$ cat src/rtl/rxc_pkg.sv
`timescale 1ns/1ps
package rxc_pkg;

  localparam int unsigned ERR_CLASSES = 4;
  localparam int unsigned CODE_W      = 4;

  typedef enum logic [2:0] {
    CLS_NONE  = 3'd0,
    CLS_PKT   = 3'd1,
    CLS_LINK  = 3'd2,
    CLS_EARLY = 3'd3,
    CLS_CODE  = 3'd4
  } err_cls_e;

  typedef enum logic [1:0] {
    PATH_FAST_NORM = 2'd0,
    PATH_FAST_BYP  = 2'd1,
    PATH_SLOW_NIB  = 2'd2,
    PATH_SLOW_SER  = 2'd3
  } path_mode_e;

  localparam logic [CODE_W-1:0] NIB_PKT   = 4'h2;
  localparam logic [CODE_W-1:0] NIB_LINK  = 4'h3;
  localparam logic [CODE_W-1:0] NIB_EARLY = 4'h4;
  localparam logic [CODE_W-1:0] NIB_CODE  = 4'h5;

endpackage

$ cat src/rtl/rxc_err_prio.sv
`timescale 1ns/1ps
module rxc_err_prio
  import rxc_pkg::*;
(
  input  logic [ERR_CLASSES-1:0] flags_i,
  output err_cls_e               cls_o,
  output logic                   any_o
);

  // Higher flag index wins: later loop iterations override earlier ones.
  always_comb begin
    cls_o = CLS_NONE;
    for (int i = 0; i < int'(ERR_CLASSES); i++) begin
      if (flags_i[i]) cls_o = err_cls_e'(3'(i + 1));
    end
  end

  assign any_o = |flags_i;

endmodule

$ cat src/rtl/rxc_code_sel.sv
`timescale 1ns/1ps
module rxc_code_sel
  import rxc_pkg::*;
#(
  parameter int unsigned NIB_W = 4
) (
  input  err_cls_e         cls_i,
  input  logic             pkt_en_i,
  input  logic             link_en_i,
  input  logic [NIB_W-1:0] nib_i,
  output logic [NIB_W-1:0] nib_o
);

  always_comb begin
    nib_o = nib_i;
    unique case (cls_i)
      CLS_CODE:  nib_o = NIB_W'(NIB_CODE);
      CLS_EARLY: nib_o = NIB_W'(NIB_EARLY);
      CLS_LINK:  if (link_en_i) nib_o = NIB_W'(NIB_LINK);
      CLS_PKT:   if (pkt_en_i)  nib_o = NIB_W'(NIB_PKT);
      default:   nib_o = nib_i;
    endcase
  end

endmodule

$ cat src/rtl/rxc_mode_dec.sv
`timescale 1ns/1ps
module rxc_mode_dec
  import rxc_pkg::*;
(
  input  logic       fast_i,
  input  logic       serial_i,
  input  logic       bypass_i,
  output path_mode_e mode_o
);

  // Bypass matters only at 100 Mb/s; serial only at 10 Mb/s.
  always_comb begin
    if (fast_i) mode_o = bypass_i ? PATH_FAST_BYP : PATH_FAST_NORM;
    else        mode_o = serial_i ? PATH_SLOW_SER : PATH_SLOW_NIB;
  end

endmodule

$ cat src/rtl/rxc_lane_mux.sv
`timescale 1ns/1ps
module rxc_lane_mux
  import rxc_pkg::*;
#(
  parameter int unsigned NIB_W = 4,
  localparam int unsigned SYM_W = NIB_W + 1
) (
  input  path_mode_e       mode_i,
  input  logic [SYM_W-1:0] sym_i,
  input  logic             dv_i,
  input  logic             any_err_i,
  input  logic [NIB_W-1:0] coded_i,
  output logic [NIB_W-1:0] rxd_nx_o,
  output logic [NIB_W-1:0] oe_nx_o,
  output logic             dv_nx_o,
  output logic             er_nx_o
);

  logic             ser_sel;
  logic [NIB_W-1:0] nib_src;

  assign ser_sel = (mode_i == PATH_SLOW_SER);
  assign nib_src = (mode_i == PATH_FAST_NORM) ? coded_i : sym_i[NIB_W-1:0];

  for (genvar b = 0; b < NIB_W; b++) begin : g_lane
    if (b == 0) begin : g_data0
      assign rxd_nx_o[b] = nib_src[b];
      assign oe_nx_o[b]  = 1'b1;
    end else begin : g_upper
      assign rxd_nx_o[b] = ser_sel ? 1'b0 : nib_src[b];
      assign oe_nx_o[b]  = ~ser_sel;
    end
  end

  always_comb begin
    dv_nx_o = dv_i;
    er_nx_o = 1'b0;
    unique case (mode_i)
      PATH_FAST_NORM: er_nx_o = any_err_i;
      PATH_FAST_BYP:  er_nx_o = sym_i[NIB_W];
      PATH_SLOW_SER:  dv_nx_o = 1'b0;
      default:        er_nx_o = 1'b0;
    endcase
  end

endmodule

$ cat src/rtl/rx_err_inject.sv
`timescale 1ns/1ps
module rx_err_inject
  import rxc_pkg::*;
#(
  parameter int unsigned NIB_W = 4,
  localparam int unsigned SYM_W = NIB_W + 1
) (
  input  logic                   clk_rx,
  input  logic                   rst_n,
  input  logic [SYM_W-1:0]       sym_i,
  input  logic                   dv_i,
  input  logic [ERR_CLASSES-1:0] err_flags_i,
  input  logic                   fast_i,
  input  logic                   serial_i,
  input  logic                   bypass_i,
  input  logic                   pkt_code_en_i,
  input  logic                   link_code_en_i,
  output logic [NIB_W-1:0]       rxd_o,
  output logic [NIB_W-1:0]       rxd_oe_o,
  output logic                   rx_dv_o,
  output logic                   rx_er_o
);

  // Reset synchroniser: asserts asynchronously, releases on a falling edge.
  logic [1:0] rst_pipe_q;
  logic       rst_sync;

  always_ff @(negedge clk_rx or negedge rst_n) begin
    if (!rst_n) rst_pipe_q <= 2'b00;
    else        rst_pipe_q <= {rst_pipe_q[0], 1'b1};
  end
  assign rst_sync = rst_pipe_q[1];

  err_cls_e         win_cls;
  logic             any_err;
  logic [NIB_W-1:0] coded_nib;
  path_mode_e       mode;
  logic [NIB_W-1:0] rxd_nx, oe_nx;
  logic             dv_nx, er_nx;

  rxc_err_prio u_prio (
    .flags_i (err_flags_i),
    .cls_o   (win_cls),
    .any_o   (any_err)
  );

  rxc_code_sel #(.NIB_W(NIB_W)) u_code (
    .cls_i     (win_cls),
    .pkt_en_i  (pkt_code_en_i),
    .link_en_i (link_code_en_i),
    .nib_i     (sym_i[NIB_W-1:0]),
    .nib_o     (coded_nib)
  );

  rxc_mode_dec u_mode (
    .fast_i   (fast_i),
    .serial_i (serial_i),
    .bypass_i (bypass_i),
    .mode_o   (mode)
  );

  rxc_lane_mux #(.NIB_W(NIB_W)) u_lane (
    .mode_i    (mode),
    .sym_i     (sym_i),
    .dv_i      (dv_i),
    .any_err_i (any_err),
    .coded_i   (coded_nib),
    .rxd_nx_o  (rxd_nx),
    .oe_nx_o   (oe_nx),
    .dv_nx_o   (dv_nx),
    .er_nx_o   (er_nx)
  );

  // Output register, updated on the falling edge of the receive clock.
  always_ff @(negedge clk_rx or negedge rst_sync) begin
    if (!rst_sync) begin
      rxd_o    <= '0;
      rxd_oe_o <= '1;
      rx_dv_o  <= 1'b0;
      rx_er_o  <= 1'b0;
    end else begin
      rxd_o    <= rxd_nx;
      rxd_oe_o <= oe_nx;
      rx_dv_o  <= dv_nx;
      rx_er_o  <= er_nx;
    end
  end

  assert_clean_pass_R2: assert property (@(negedge clk_rx) disable iff (!rst_sync)
    (fast_i && !bypass_i && err_flags_i == '0)
      |=> (rxd_o == $past(sym_i[NIB_W-1:0]) && !rx_er_o));

  assert_code_err_R3: assert property (@(negedge clk_rx) disable iff (!rst_sync)
    (fast_i && !bypass_i && err_flags_i[3])
      |=> (rxd_o == NIB_W'(NIB_CODE) && rx_er_o));

  assert_bypass_bit_R8: assert property (@(negedge clk_rx) disable iff (!rst_sync)
    (fast_i && bypass_i) |=> (rx_er_o == $past(sym_i[NIB_W])));

  assert_slow_no_err_R9: assert property (@(negedge clk_rx) disable iff (!rst_sync)
    !fast_i |=> !rx_er_o);

  assert_serial_pins_R10: assert property (@(negedge clk_rx) disable iff (!rst_sync)
    (!fast_i && serial_i) |=> (rxd_oe_o == NIB_W'(1) && !rx_dv_o));

  assert_fast_oe_R12: assert property (@(negedge clk_rx) disable iff (!rst_sync)
    fast_i |=> (&rxd_oe_o));

endmodule

$ cat config.mk
export PLATFORM = sky130hd
export DESIGN_NAME = rx_err_inject
export DESIGN_NICKNAME = d
export VERILOG_FILES = /design/src/rtl/rxc_pkg.sv /design/src/rtl/rxc_err_prio.sv /design/src/rtl/rxc_code_sel.sv /design/src/rtl/rxc_mode_dec.sv /design/src/rtl/rxc_lane_mux.sv /design/src/rtl/rx_err_inject.sv
export SDC_FILE = /design/constraint.sdc
export NUM_CORES = 1
export LEC_CHECK = 0
export BUFFER_PORTS_ARGS = -buffer_cell sky130_fd_sc_hd__buf_2
export CAP_MARGIN = 20
export CELL_PAD_IN_SITES_DETAIL_PLACEMENT = 0
export CELL_PAD_IN_SITES_GLOBAL_PLACEMENT = 1
export CORE_UTILIZATION = 24
export CTS_CLUSTER_DIAMETER = 120
export DETAILED_ROUTE_END_ITERATION = 7
export GPL_TIMING_DRIVEN = 0
export PLACE_DENSITY = 0.75
export SLEW_MARGIN = 15
export SYNTH_ARGS = -nofsm -noshare
export SYNTH_HDL_FRONTEND = slang
export SYNTH_SLANG_ARGS = --single-unit
$ cat constraint.sdc
create_clock -name clk_rx -period 0.8 [get_ports clk_rx]
set_input_delay 0.04 -clock clk_rx [delete_from_list [all_inputs] [get_ports clk_rx]]
set_output_delay 0.04 -clock clk_rx [all_outputs]
set_load 0.03 [all_outputs]
==> results of run 1 <==
## state kept, by name, indices dropped and copies added (netlist names)
register and flops:
rst_pipe_q 2, rx_dv_o 1, rx_er_o 1, rxd_o 4, rxd_oe_o 1
## synth_stat cells (all sizes together)
master,number,area share
o211ai,1,0.018
buf,3,0.055
conb,1,0.0091
dfstp,1,0.064
o21ai,1,0.012
a211o,1,0.021
nand2b,3,0.045
or2,1,0.015
dfrtn,8,0.48
nand3b,1,0.018
o211a,1,0.024
inv,2,0.018
a21oi,1,0.012
a31oi,2,0.030
and2,2,0.030
nand2,4,0.036
nor2,5,0.058
o311a,1,0.024
a311o,1,0.024
## cell type report
type / instances / area (sq um) / area share
Sequential cell: 9 / 226 / 0.314
Timing Repair Buffer: 27 / 220 / 0.305
Multi-Input combinational cell: 27 / 191 / 0.265
Buffer: 3 / 30.0 / 0.0416
Clock buffer: 3 / 22.5 / 0.0312
Tap cell: 16 / 20.0 / 0.0277
Clock inverter: 2 / 7.51 / 0.0104
Inverter: 1 / 3.75 / 0.00520
## metal layers
metal / wire [um] / up-vias / part of all wire
met5: 0 / - / 0
met4: 19 / 0 / 0.021
met3: 85 / 2 / 0.093
met2: 440 / 23 / 0.48
met1: 372 / 161 / 0.41
li1: - / 196 / -
## worst max-delay path, delay by kind of cell, from the launching register on
kind	cells	cell delay, ps
buffers and inverters	2	210
DFF	1	550
## per-stage QoR
stage,hold WS [ps],instances,TNS [ps],instance area (sq um),util
after floorplan,35.8,41,-3220,440,-
after global placement,67.0,82,-4560,586,0.376
after detailed placement,71.2,82,-4670,586,0.376
after CTS,69.7,88,-5460,711,0.456
after global routing,87.0,88,-5920,722,0.463
final,55.0,88,-5400,722,0.463
## final timing paths
check,start,endpoint,slack (ps)
hold reg to reg,rst_pipe_q[1],rxd_o[3],50
hold / removal,rst_pipe_q[1],rxd_o[3],50
setup reg to reg,rst_pipe_q[0],rst_pipe_q[1],330
min in group clk_rx,dv_i,rx_dv_o,290
max in group asynchronous,rst_n,rst_pipe_q[1],300
setup / recovery,rxd_oe_o[1],rxd_oe_o[2],-700
## kinds of logic after synthesis
kind of cell           Yosys count  synth area share
and+or+nand+nor                 16             0.203
other                            1           0.00908
DFF                              9             0.548
AOI/OAI and AO/OA                9             0.167
buffers and inverters            5            0.0727
## power groups by stage
stage | logic [mW] | clock network [mW] | registers, mW
floorplan | 0.0907 | 0.0156 | 0.572
global placement | 0.241 | 0.0156 | 0.516
detailed placement | 0.243 | 0.0156 | 0.517
CTS | 0.303 | 0.354 | 0.516
global route | 0.330 | 0.395 | 0.520
finish | 0.309 | 0.332 | 0.515
## repair_timing
action / 4_1_cts / 5_1_grt
hold buffers: 1 / 0
buffers inserted: 1 / 0
setup endpoints to repair: 13 / 13
pin swaps: 3 / 2
endpoints found under the hold margin: 2 / 0
gates resized for setup: 22 / 2
==> summary.md, run 1 <==
- **GRT Max-Usage Layer** met2
- **crit-path max FO** 3
- **antenna violations before repair** 0
- **final number of hold-violating endpoints** 0
- **pin count of the biggest net entering global routing** 8
- **Post-Synthesis Cells** 40
- **final RePlAce weighted congestion** 0.611
- **Synth Cell Area** 413 sq um
- **routing usage on met2** 0.188
- **RSZ-0062 raised after global routing** true
- **initial core utilization** 0.265
- **synthesized area per cell** 10.3 sq um
- **number of inserted diodes** 0
- **clock tree from TritonCTS** done
- **layout cell share with drive strength beyond 1** 0.528
- **PortBufs** 25
- **row count** 14
- **maximum number of buffers from clock root to sink** 2
- **clock latency of the later-clocked register in the worst-skew pair** 300 ps
- **met3 track utilization from global routing** 0.0167
- **y dimension of the die** 43.5 um
- **CP Class** reg -> out
- **logic gate share of total power** 0.267
- **number of pins with negative max-slew slack in the final report** 0
- **number of maximum-capacitance constraint violations** 0
- **DRC violation count after routing** 5
- **IO Pins** 27
- **relative contribution of the clock network to total power** 0.287
- **width of the die** 43.5 um
- **most used cell along the critical path** sky130_fd_sc_hd__buf_6
- **sequential share of power** 0.446
- **Setup WS post-layout** -704 ps
- **delay of the slowest cell on the worst path** 550 ps
- **proportion of synthesized chip area in sequential cells** 0.548
- **number of CTS-inserted buffers** 3
- **Die Footprint** 1890 sq um
- **HPWL reported at the end of detailed placement** 699 um
- **setup violation total in the final timing report** 13
- **power spent charging and discharging nets** 321 uW
- **overall power after layout** 1.16 mW
- **internal power contribution** 835 uW
- **vias in the first global route** 403
- **VDD IR max** 0.444 mV
- **met1 track utilization from global routing** 0.131
- **number of synthesized register bits** 9
- **clk slew on worst S/H paths** 40 ps
- **kind of start point of the critical path** register
- **Synth cell types** 20
- **overall routed net length** 917 um
- **count of TritonRoute iterations in the first routing pass** 5
- **Fin Clk Skew** 43.9 ps
- **worst-path cell with the longest stage delay** sky130_fd_sc_hd__dfstp_2
- **number of nets in the final layout** 90
- **leakage power figure** 0.368 nW
- **worst path cell trace** buf_6 -> buf_6
- **H-tree level count** 1
- **switching power share of the total** 0.277
- **antenna-violating nets left** 0
- **Floorplan Core Area** 1560 sq um
- **violation count after the first detailed-routing iteration** 5
- **synth warn** 0
- **sort of element at the end of the critical path** output port
- **signed area change from the synthesized netlist to the final layout** 74.8%
- **wire length of the first global-routing pass** 1.58 mm
- **global route overflow** 0
- **overall routing resource usage** 0.117
- **violated checks** DRC, setup timing
- **WP data arrival** 1460 ps
- **Hold Path Class** reg -> async
- **leading cell types in the layout, fill and taps excluded** sky130_fd_sc_hd__buf_6 (12), sky130_fd_sc_hd__buf_2 (12), sky130_fd_sc_hd__dfrtn_1 (8)
- **vias** 382
- **routed length per placed instance** 10.4 um
- **ratio of total power to cell area** 1600 nW/um^2
- **vias per cell** 4.34
- **filler cell count** 145
- **depth of the worst register-to-register path** 0
- **library cell used as clock root buffer** sky130_fd_sc_hd__clkbuf_4
- **data required time of the critical path** 760 ps
- **clk sinks** 9
- **outcome** finished with violations
- **Post-Place Worst Slack** -509 ps
Note: power is estimated with default switching activity, not from simulation.
==> run 2, diff against run 1 <==
==> constraint.sdc (replaced) <==
create_clock -name clk_rx -period 0.8 [get_ports clk_rx]
set_input_delay 0.12 -clock clk_rx [delete_from_list [all_inputs] [get_ports clk_rx]]
set_output_delay 0.12 -clock clk_rx [all_outputs]
set_load 0.03 [all_outputs]
==> summary.md, run 2 (same netlist as run 1, synthesis figures left out) <==
- **final RePlAce weighted congestion** 0.611, unchanged
- **max FFs per register** 4, unchanged
- **signed area change from the synthesized netlist to the final layout** 83.3%
- **Post-Place Worst Slack** -589 ps, -80.0 ps
- **clk sinks** 9, unchanged
- **Largest Register** rxd_o
- **vias per cell** 4.48, +3.3%
- **maximum number of buffers from clock root to sink** 2, unchanged
- **pin count of the biggest net entering global routing** 8, unchanged
- **global route overflow** 0, unchanged
- **kind of start point of the critical path** register
- **width of the die** 43.5 um, unchanged
- **antenna-violating nets left** 0, unchanged
- **ratio of total power to cell area** 1550 nW/um^2, -2.9%
- **violation count after the first detailed-routing iteration** 5, unchanged
- **H-tree level count** 1, unchanged
- **VDD IR max** 0.460 mV, +3.6%
- **violated checks** DRC, setup timing
- **Hold Path Class** reg -> async
- **routed length per placed instance** 10.5 um, +0.49%
- **clk slew on worst S/H paths** 40 ps, about the same
- **leakage power figure** 0.384 nW, +4.2%
- **layout cell share with drive strength beyond 1** 0.548, +0.0202
- **clock tree from TritonCTS** done
- **number of nets in the final layout** 91, +1.1%
- **largest registers** rxd_o x4, rst_pipe_q x2
- **Floorplan Core Area** 1560 sq um, unchanged
- **Fin Clk Skew** 43.9 ps, -0.00460 ps
- **data required time of the critical path** 680 ps, -80 ps
- **Die Footprint** 1890 sq um, unchanged
- **vias** 399, +4.5%
- **setup violation total in the final timing report** 13, unchanged
- **count of TritonRoute iterations in the first routing pass** 5, unchanged
- **Fin Setup TNS** -6440 ps, -1040 ps
- **IO Pins** 27, unchanged
- **PortBufs** 25, unchanged
- **setup slack of the most critical reg-to-reg path** 330 ps, about the same
- **crit-path max FO** 3, unchanged
- **library cell used as clock root buffer** sky130_fd_sc_hd__clkbuf_4
- **number of maximum-capacitance constraint violations** 0, unchanged
- **antenna violations before repair** 0, unchanged
- **outcome** finished with violations
- **vias in the first global route** 416, +3.2%
- **overall routing resource usage** 0.121, +0.00446
- **RSZ-0062 raised after global routing** true
- **post-route cell area** 757 sq um, +4.9%
- **Setup WS post-layout** -783 ps, -79.3 ps
- **clock latency of the later-clocked register in the worst-skew pair** 300 ps, about the same
- **Post-Place Cell Area** 586 sq um, unchanged
- **final number of hold-violating endpoints** 0, unchanged
- **wire length of the first global-routing pass** 1.62 mm, +2.6%
- **most common cell after layout, fill and taps aside** sky130_fd_sc_hd__buf_6
- **HPWL reported at the end of detailed placement** 699 um, unchanged
- **initial core utilization** 0.265, unchanged
- **leading cell types in the layout, fill and taps excluded** sky130_fd_sc_hd__buf_6 (14), sky130_fd_sc_hd__buf_2 (10), sky130_fd_sc_hd__dfrtn_1 (8)
- **y dimension of the die** 43.5 um, unchanged
- **CP Class** reg -> out
- **WP data arrival** 1460 ps, about the same
- **sort of element at the end of the critical path** output port
- **number of pins with negative max-slew slack in the final report** 0, unchanged
- **number of CTS-inserted buffers** 3, unchanged
- **row count** 14, unchanged
- **overall routed net length** 932 um, +1.6%
- **number of inserted diodes** 0, unchanged
- **DRC violation count after routing** 5, unchanged
[run 2: changes by cell type in the layout (fill, tap and decap cells not counted), sizes merged]
cell	change
buf	+1
[run 2: path summary, 6_finish.rpt]
path                               startpoint       endpoint  cells past startpoint
worst max-delay path              rxd_oe_o[1]    rxd_oe_o[2]                      2
worst min-delay path            rst_pipe_q[1]       rxd_o[3]                      0
worst max register to register  rst_pipe_q[0]  rst_pipe_q[1]                      0
worst min register to register  rst_pipe_q[1]       rxd_o[3]                      0
max in group asynchronous               rst_n  rst_pipe_q[1]                      2
min in group clk_rx             rst_pipe_q[0]  rst_pipe_q[1]                      0
[run 2: final cells by class]
| class | instances | area, sq um |
|---|---|---|
| buffer | 3 | 30.0 |
| fill | 142 | 802 |
| tap | 16 | 20.0 |
| inverter | 1 | 3.75 |
| clock buffer | 3 | 22.5 |
| timing repair buffer | 28 | 253 |
| sequential | 9 | 226 |
| clock inverter | 2 | 7.51 |
| multi-input combinational | 27 | 194 |
[run 2: worst max-delay path: stages, from the launching register on]
cell,delay (ps)
sky130_fd_sc_hd__dfstp_2,550
sky130_fd_sc_hd__buf_6,100
sky130_fd_sc_hd__buf_6,110
[run 2: routing by layer]
| layer | up-vias | track usage | wire length [um] |
|---|---|---|---|
| met5 | - | 0 | 0 |
| met4 | 0 | 0.113 | 19 |
| met2 | 23 | 0.209 | 475 |
| met1 | 177 | 0.126 | 355 |
| li1 | 197 | - | - |
| met3 | 2 | 0.0167 | 81 |
[run 2: report_power, final]
group | switching [mW] | total [mW] | internal [mW]
clock | 0.148 | 0.333 | 0.185
sequential | 0.0209 | 0.515 | 0.494
combinational | 0.154 | 0.328 | 0.174
total | 0.323 | 1.18 | 0.853
[run 2: per-stage QoR]
step	util	hold slack [ps]	total power, mW	std cells
after detailed placement	0.376	71.2	0.776	82
final	0.486	53.3	1.18	89
after global routing	0.486	86.5	1.27	89
after global placement	0.376	67.0	0.773	82
after CTS	0.467	69.7	1.18	89
after floorplan	-	36.5	0.678	41
[run 2: what timing repair did]
item	CTS	global route
buffers inserted	2	0
pin swaps	4	3
gates resized for setup	24	7
endpoints found under the hold margin	2	0
hold buffers	1	0
endpoints found under the setup margin	15	15
==> run 3, diff against run 2 <==
==> constraint.sdc (replaced) <==
create_clock -name clk_rx -period 0.8 [get_ports clk_rx]
set_input_delay 0.08 -clock clk_rx [delete_from_list [all_inputs] [get_ports clk_rx]]
set_output_delay 0.08 -clock clk_rx [all_outputs]
set_load 0.03 [all_outputs]
==> summary.md, run 3 (same netlist as run 1, synthesis figures left out) <==
- **RSZ-0062 raised after global routing** true
- **clk slew on worst S/H paths** 40 ps, about the same
- **violation count after the first detailed-routing iteration** 5, unchanged
- **number of nets in the final layout** 90, -1.1%
- **end of the worst register-to-register path** rst_pipe_q[1]
- **number of pins with negative max-slew slack in the final report** 0, unchanged
- **H-tree level count** 1, unchanged
- **filler cell count** 147, +3.5%
- **endpoint of the most critical setup path** rxd_oe_o[2]
- **Largest Register** rxd_o
- **IO Pins** 27, unchanged
- **number of inserted diodes** 0, unchanged
- **Fin Clk Skew** 43.9 ps, +0.00460 ps
- **kind of start point of the critical path** register
- **width of the die** 43.5 um, unchanged
- **HPWL reported at the end of detailed placement** 699 um, unchanged
- **pin count of the biggest net entering global routing** 8, unchanged
- **clk sinks** 9, unchanged
- **VDD IR max** 0.444 mV, -3.4%
- **library cell used as clock root buffer** sky130_fd_sc_hd__clkbuf_4
- **most common cell after layout, fill and taps aside** sky130_fd_sc_hd__buf_6
- **clock latency of the later-clocked register in the worst-skew pair** 300 ps, about the same
- **logic gate share of total power** 0.271, -0.008
- **ratio of total power to cell area** 1590 nW/um^2, +2.3%
- **signed area change from the synthesized netlist to the final layout** 77.0%
- **Die Footprint** 1890 sq um, unchanged
- **multi-input gate area in the final layout** 194 sq um, unchanged
- **switching power share of the total** 0.276, +0.00173
- **minimum hold slack** 55.0 ps, +1.64 ps
- **setup slack of the most critical reg-to-reg path** 330 ps, about the same
- **overall routing resource usage** 0.117, -0.00446
- **clock tree from TritonCTS** done
- **initial core utilization** 0.265, unchanged
- **final RePlAce weighted congestion** 0.611, unchanged
- **vias per cell** 4.34, -3.2%
- **sequential share of power** 0.444, +0.006
- **y dimension of the die** 43.5 um, unchanged
- **DRC violation count after routing** 5, unchanged
- **relative contribution of the clock network to total power** 0.285, +0.002
- **Fin Setup TNS** -5920 ps, +521 ps
- **outcome** finished with violations
- **number of maximum-capacitance constraint violations** 0, unchanged
- **Core Util, Final** 0.469, -0.0169
- **sort of element at the end of the critical path** output port
- **power spent charging and discharging nets** 321 uW, -0.62%
- **CP Class** reg -> out
- **WP data arrival** 1460 ps, about the same
- **number of CTS-inserted buffers** 3, unchanged
- **largest registers** rxd_o x4, rst_pipe_q x2
- **leading cell types in the layout, fill and taps excluded** sky130_fd_sc_hd__buf_6 (13), sky130_fd_sc_hd__buf_2 (11), sky130_fd_sc_hd__dfrtn_1 (8)
- **Hold Path Class** reg -> async
- **Crit Reg-Reg Startpoint** rst_pipe_q[0]
- **data required time of the critical path** 720 ps, +40 ps
- **row count** 14, unchanged
- **internal power contribution** 841 uW, -1.5%
- **final number of hold-violating endpoints** 0, unchanged
- **count of TritonRoute iterations in the first routing pass** 5, unchanged
- **setup violation total in the final timing report** 13, unchanged
- **footprint of the flip-flops and latches** 226 sq um, unchanged
- **global route overflow** 0, unchanged
- **Critical Path Source** rxd_oe_o[1]
- **routed length per placed instance** 10.4 um, -0.38%
- **leakage power figure** 0.373 nW, -2.9%
- **layout cell share with drive strength beyond 1** 0.542, -0.00628
- **crit-path max FO** 3, unchanged
- **PortBufs** 25, unchanged
- **max FFs per register** 4, unchanged
- **vias in the first global route** 403, -3.1%
- **Floorplan Core Area** 1560 sq um, unchanged
- **vias** 382, -4.3%
- **depth of the worst register-to-register path** 0, unchanged
- **antenna-violating nets left** 0, unchanged
- **antenna violations before repair** 0, unchanged
- **wire length of the first global-routing pass** 1.58 mm, -2.5%
- **overall power after layout** 1.16 mW, -1.2%
- **violated checks** DRC, setup timing
- **maximum number of buffers from clock root to sink** 2, unchanged
- **overall routed net length** 918 um, -1.5%
- **Setup WS post-layout** -744 ps, +39.4 ps
run 3: per-layer routing:
layer,GRT usage,vias up,part of all wire
met2,0.188,23,0.48
met3,0.0167,2,0.093
li1,-,196,-
met5,0,-,0
met4,0.113,0,0.021
met1,0.131,161,0.40
run 3: worst max-delay path, stage by stage, from the launching register on:
cell and delay [ps]:
sky130_fd_sc_hd__dfstp_2 550, sky130_fd_sc_hd__buf_6 100, sky130_fd_sc_hd__buf_6 110
run 3: worst min-delay path by stage:
| stage | startpoint | endpoint | cells past startpoint | slack, ps |
|---|---|---|---|---|
| after floorplan | rst_pipe_q[1] | rx_dv_o | 0 | 40 |
| after global placement | rst_pipe_q[1] | rxd_o[0] | 0 | 70 |
| after detailed placement | rst_pipe_q[1] | rxd_o[0] | 0 | 70 |
| after CTS | rst_pipe_q[1] | rxd_o[0] | 0 | 70 |
| after global routing | rst_pipe_q[1] | rx_er_o | 0 | 90 |
| final | rst_pipe_q[1] | rxd_o[3] | 0 | 50 |
run 3: timing repair:
item / in CTS / in global routing
gates resized for setup: 22 / 5
buffers inserted: 1 / 0
gates cloned: 0 / 0
setup endpoints to repair: 13 / 14
pin swaps: 3 / 2
hold buffers: 1 / 0
hold endpoints to repair: 2 / 0
run 3: final cells by class:
type | instances | area share
timing repair buffer | 27 | 0.310
clock inverter | 2 | 0.0103
inverter | 1 | 0.00514
multi-input combinational | 27 | 0.265
clock buffer | 3 | 0.0308
sequential | 9 | 0.310
tap | 16 | 0.0274
buffer | 3 | 0.0411
run 3: metrics by stage:
| step | instances | cell area [sq um] | worst slack [ps] |
|---|---|---|---|
| 4_1_cts | 88 | 711 | -758 |
| 6_report | 88 | 731 | -744 |
| 3_5_place_dp | 82 | 586 | -549 |
| 2_1_floorplan | 41 | 440 | -464 |
| 3_3_place_gp | 82 | 586 | -552 |
| 5_1_grt | 88 | 731 | -801 |
run 3: power by group through the flow:
stage / registers [mW] / logic [mW] / clock network, mW
after global placement: 0.516 / 0.241 / 0.0156
after detailed placement: 0.517 / 0.243 / 0.0156
after global routing: 0.520 / 0.336 / 0.395
after CTS: 0.516 / 0.303 / 0.354
final: 0.515 / 0.315 / 0.332
after floorplan: 0.572 / 0.0907 / 0.0156
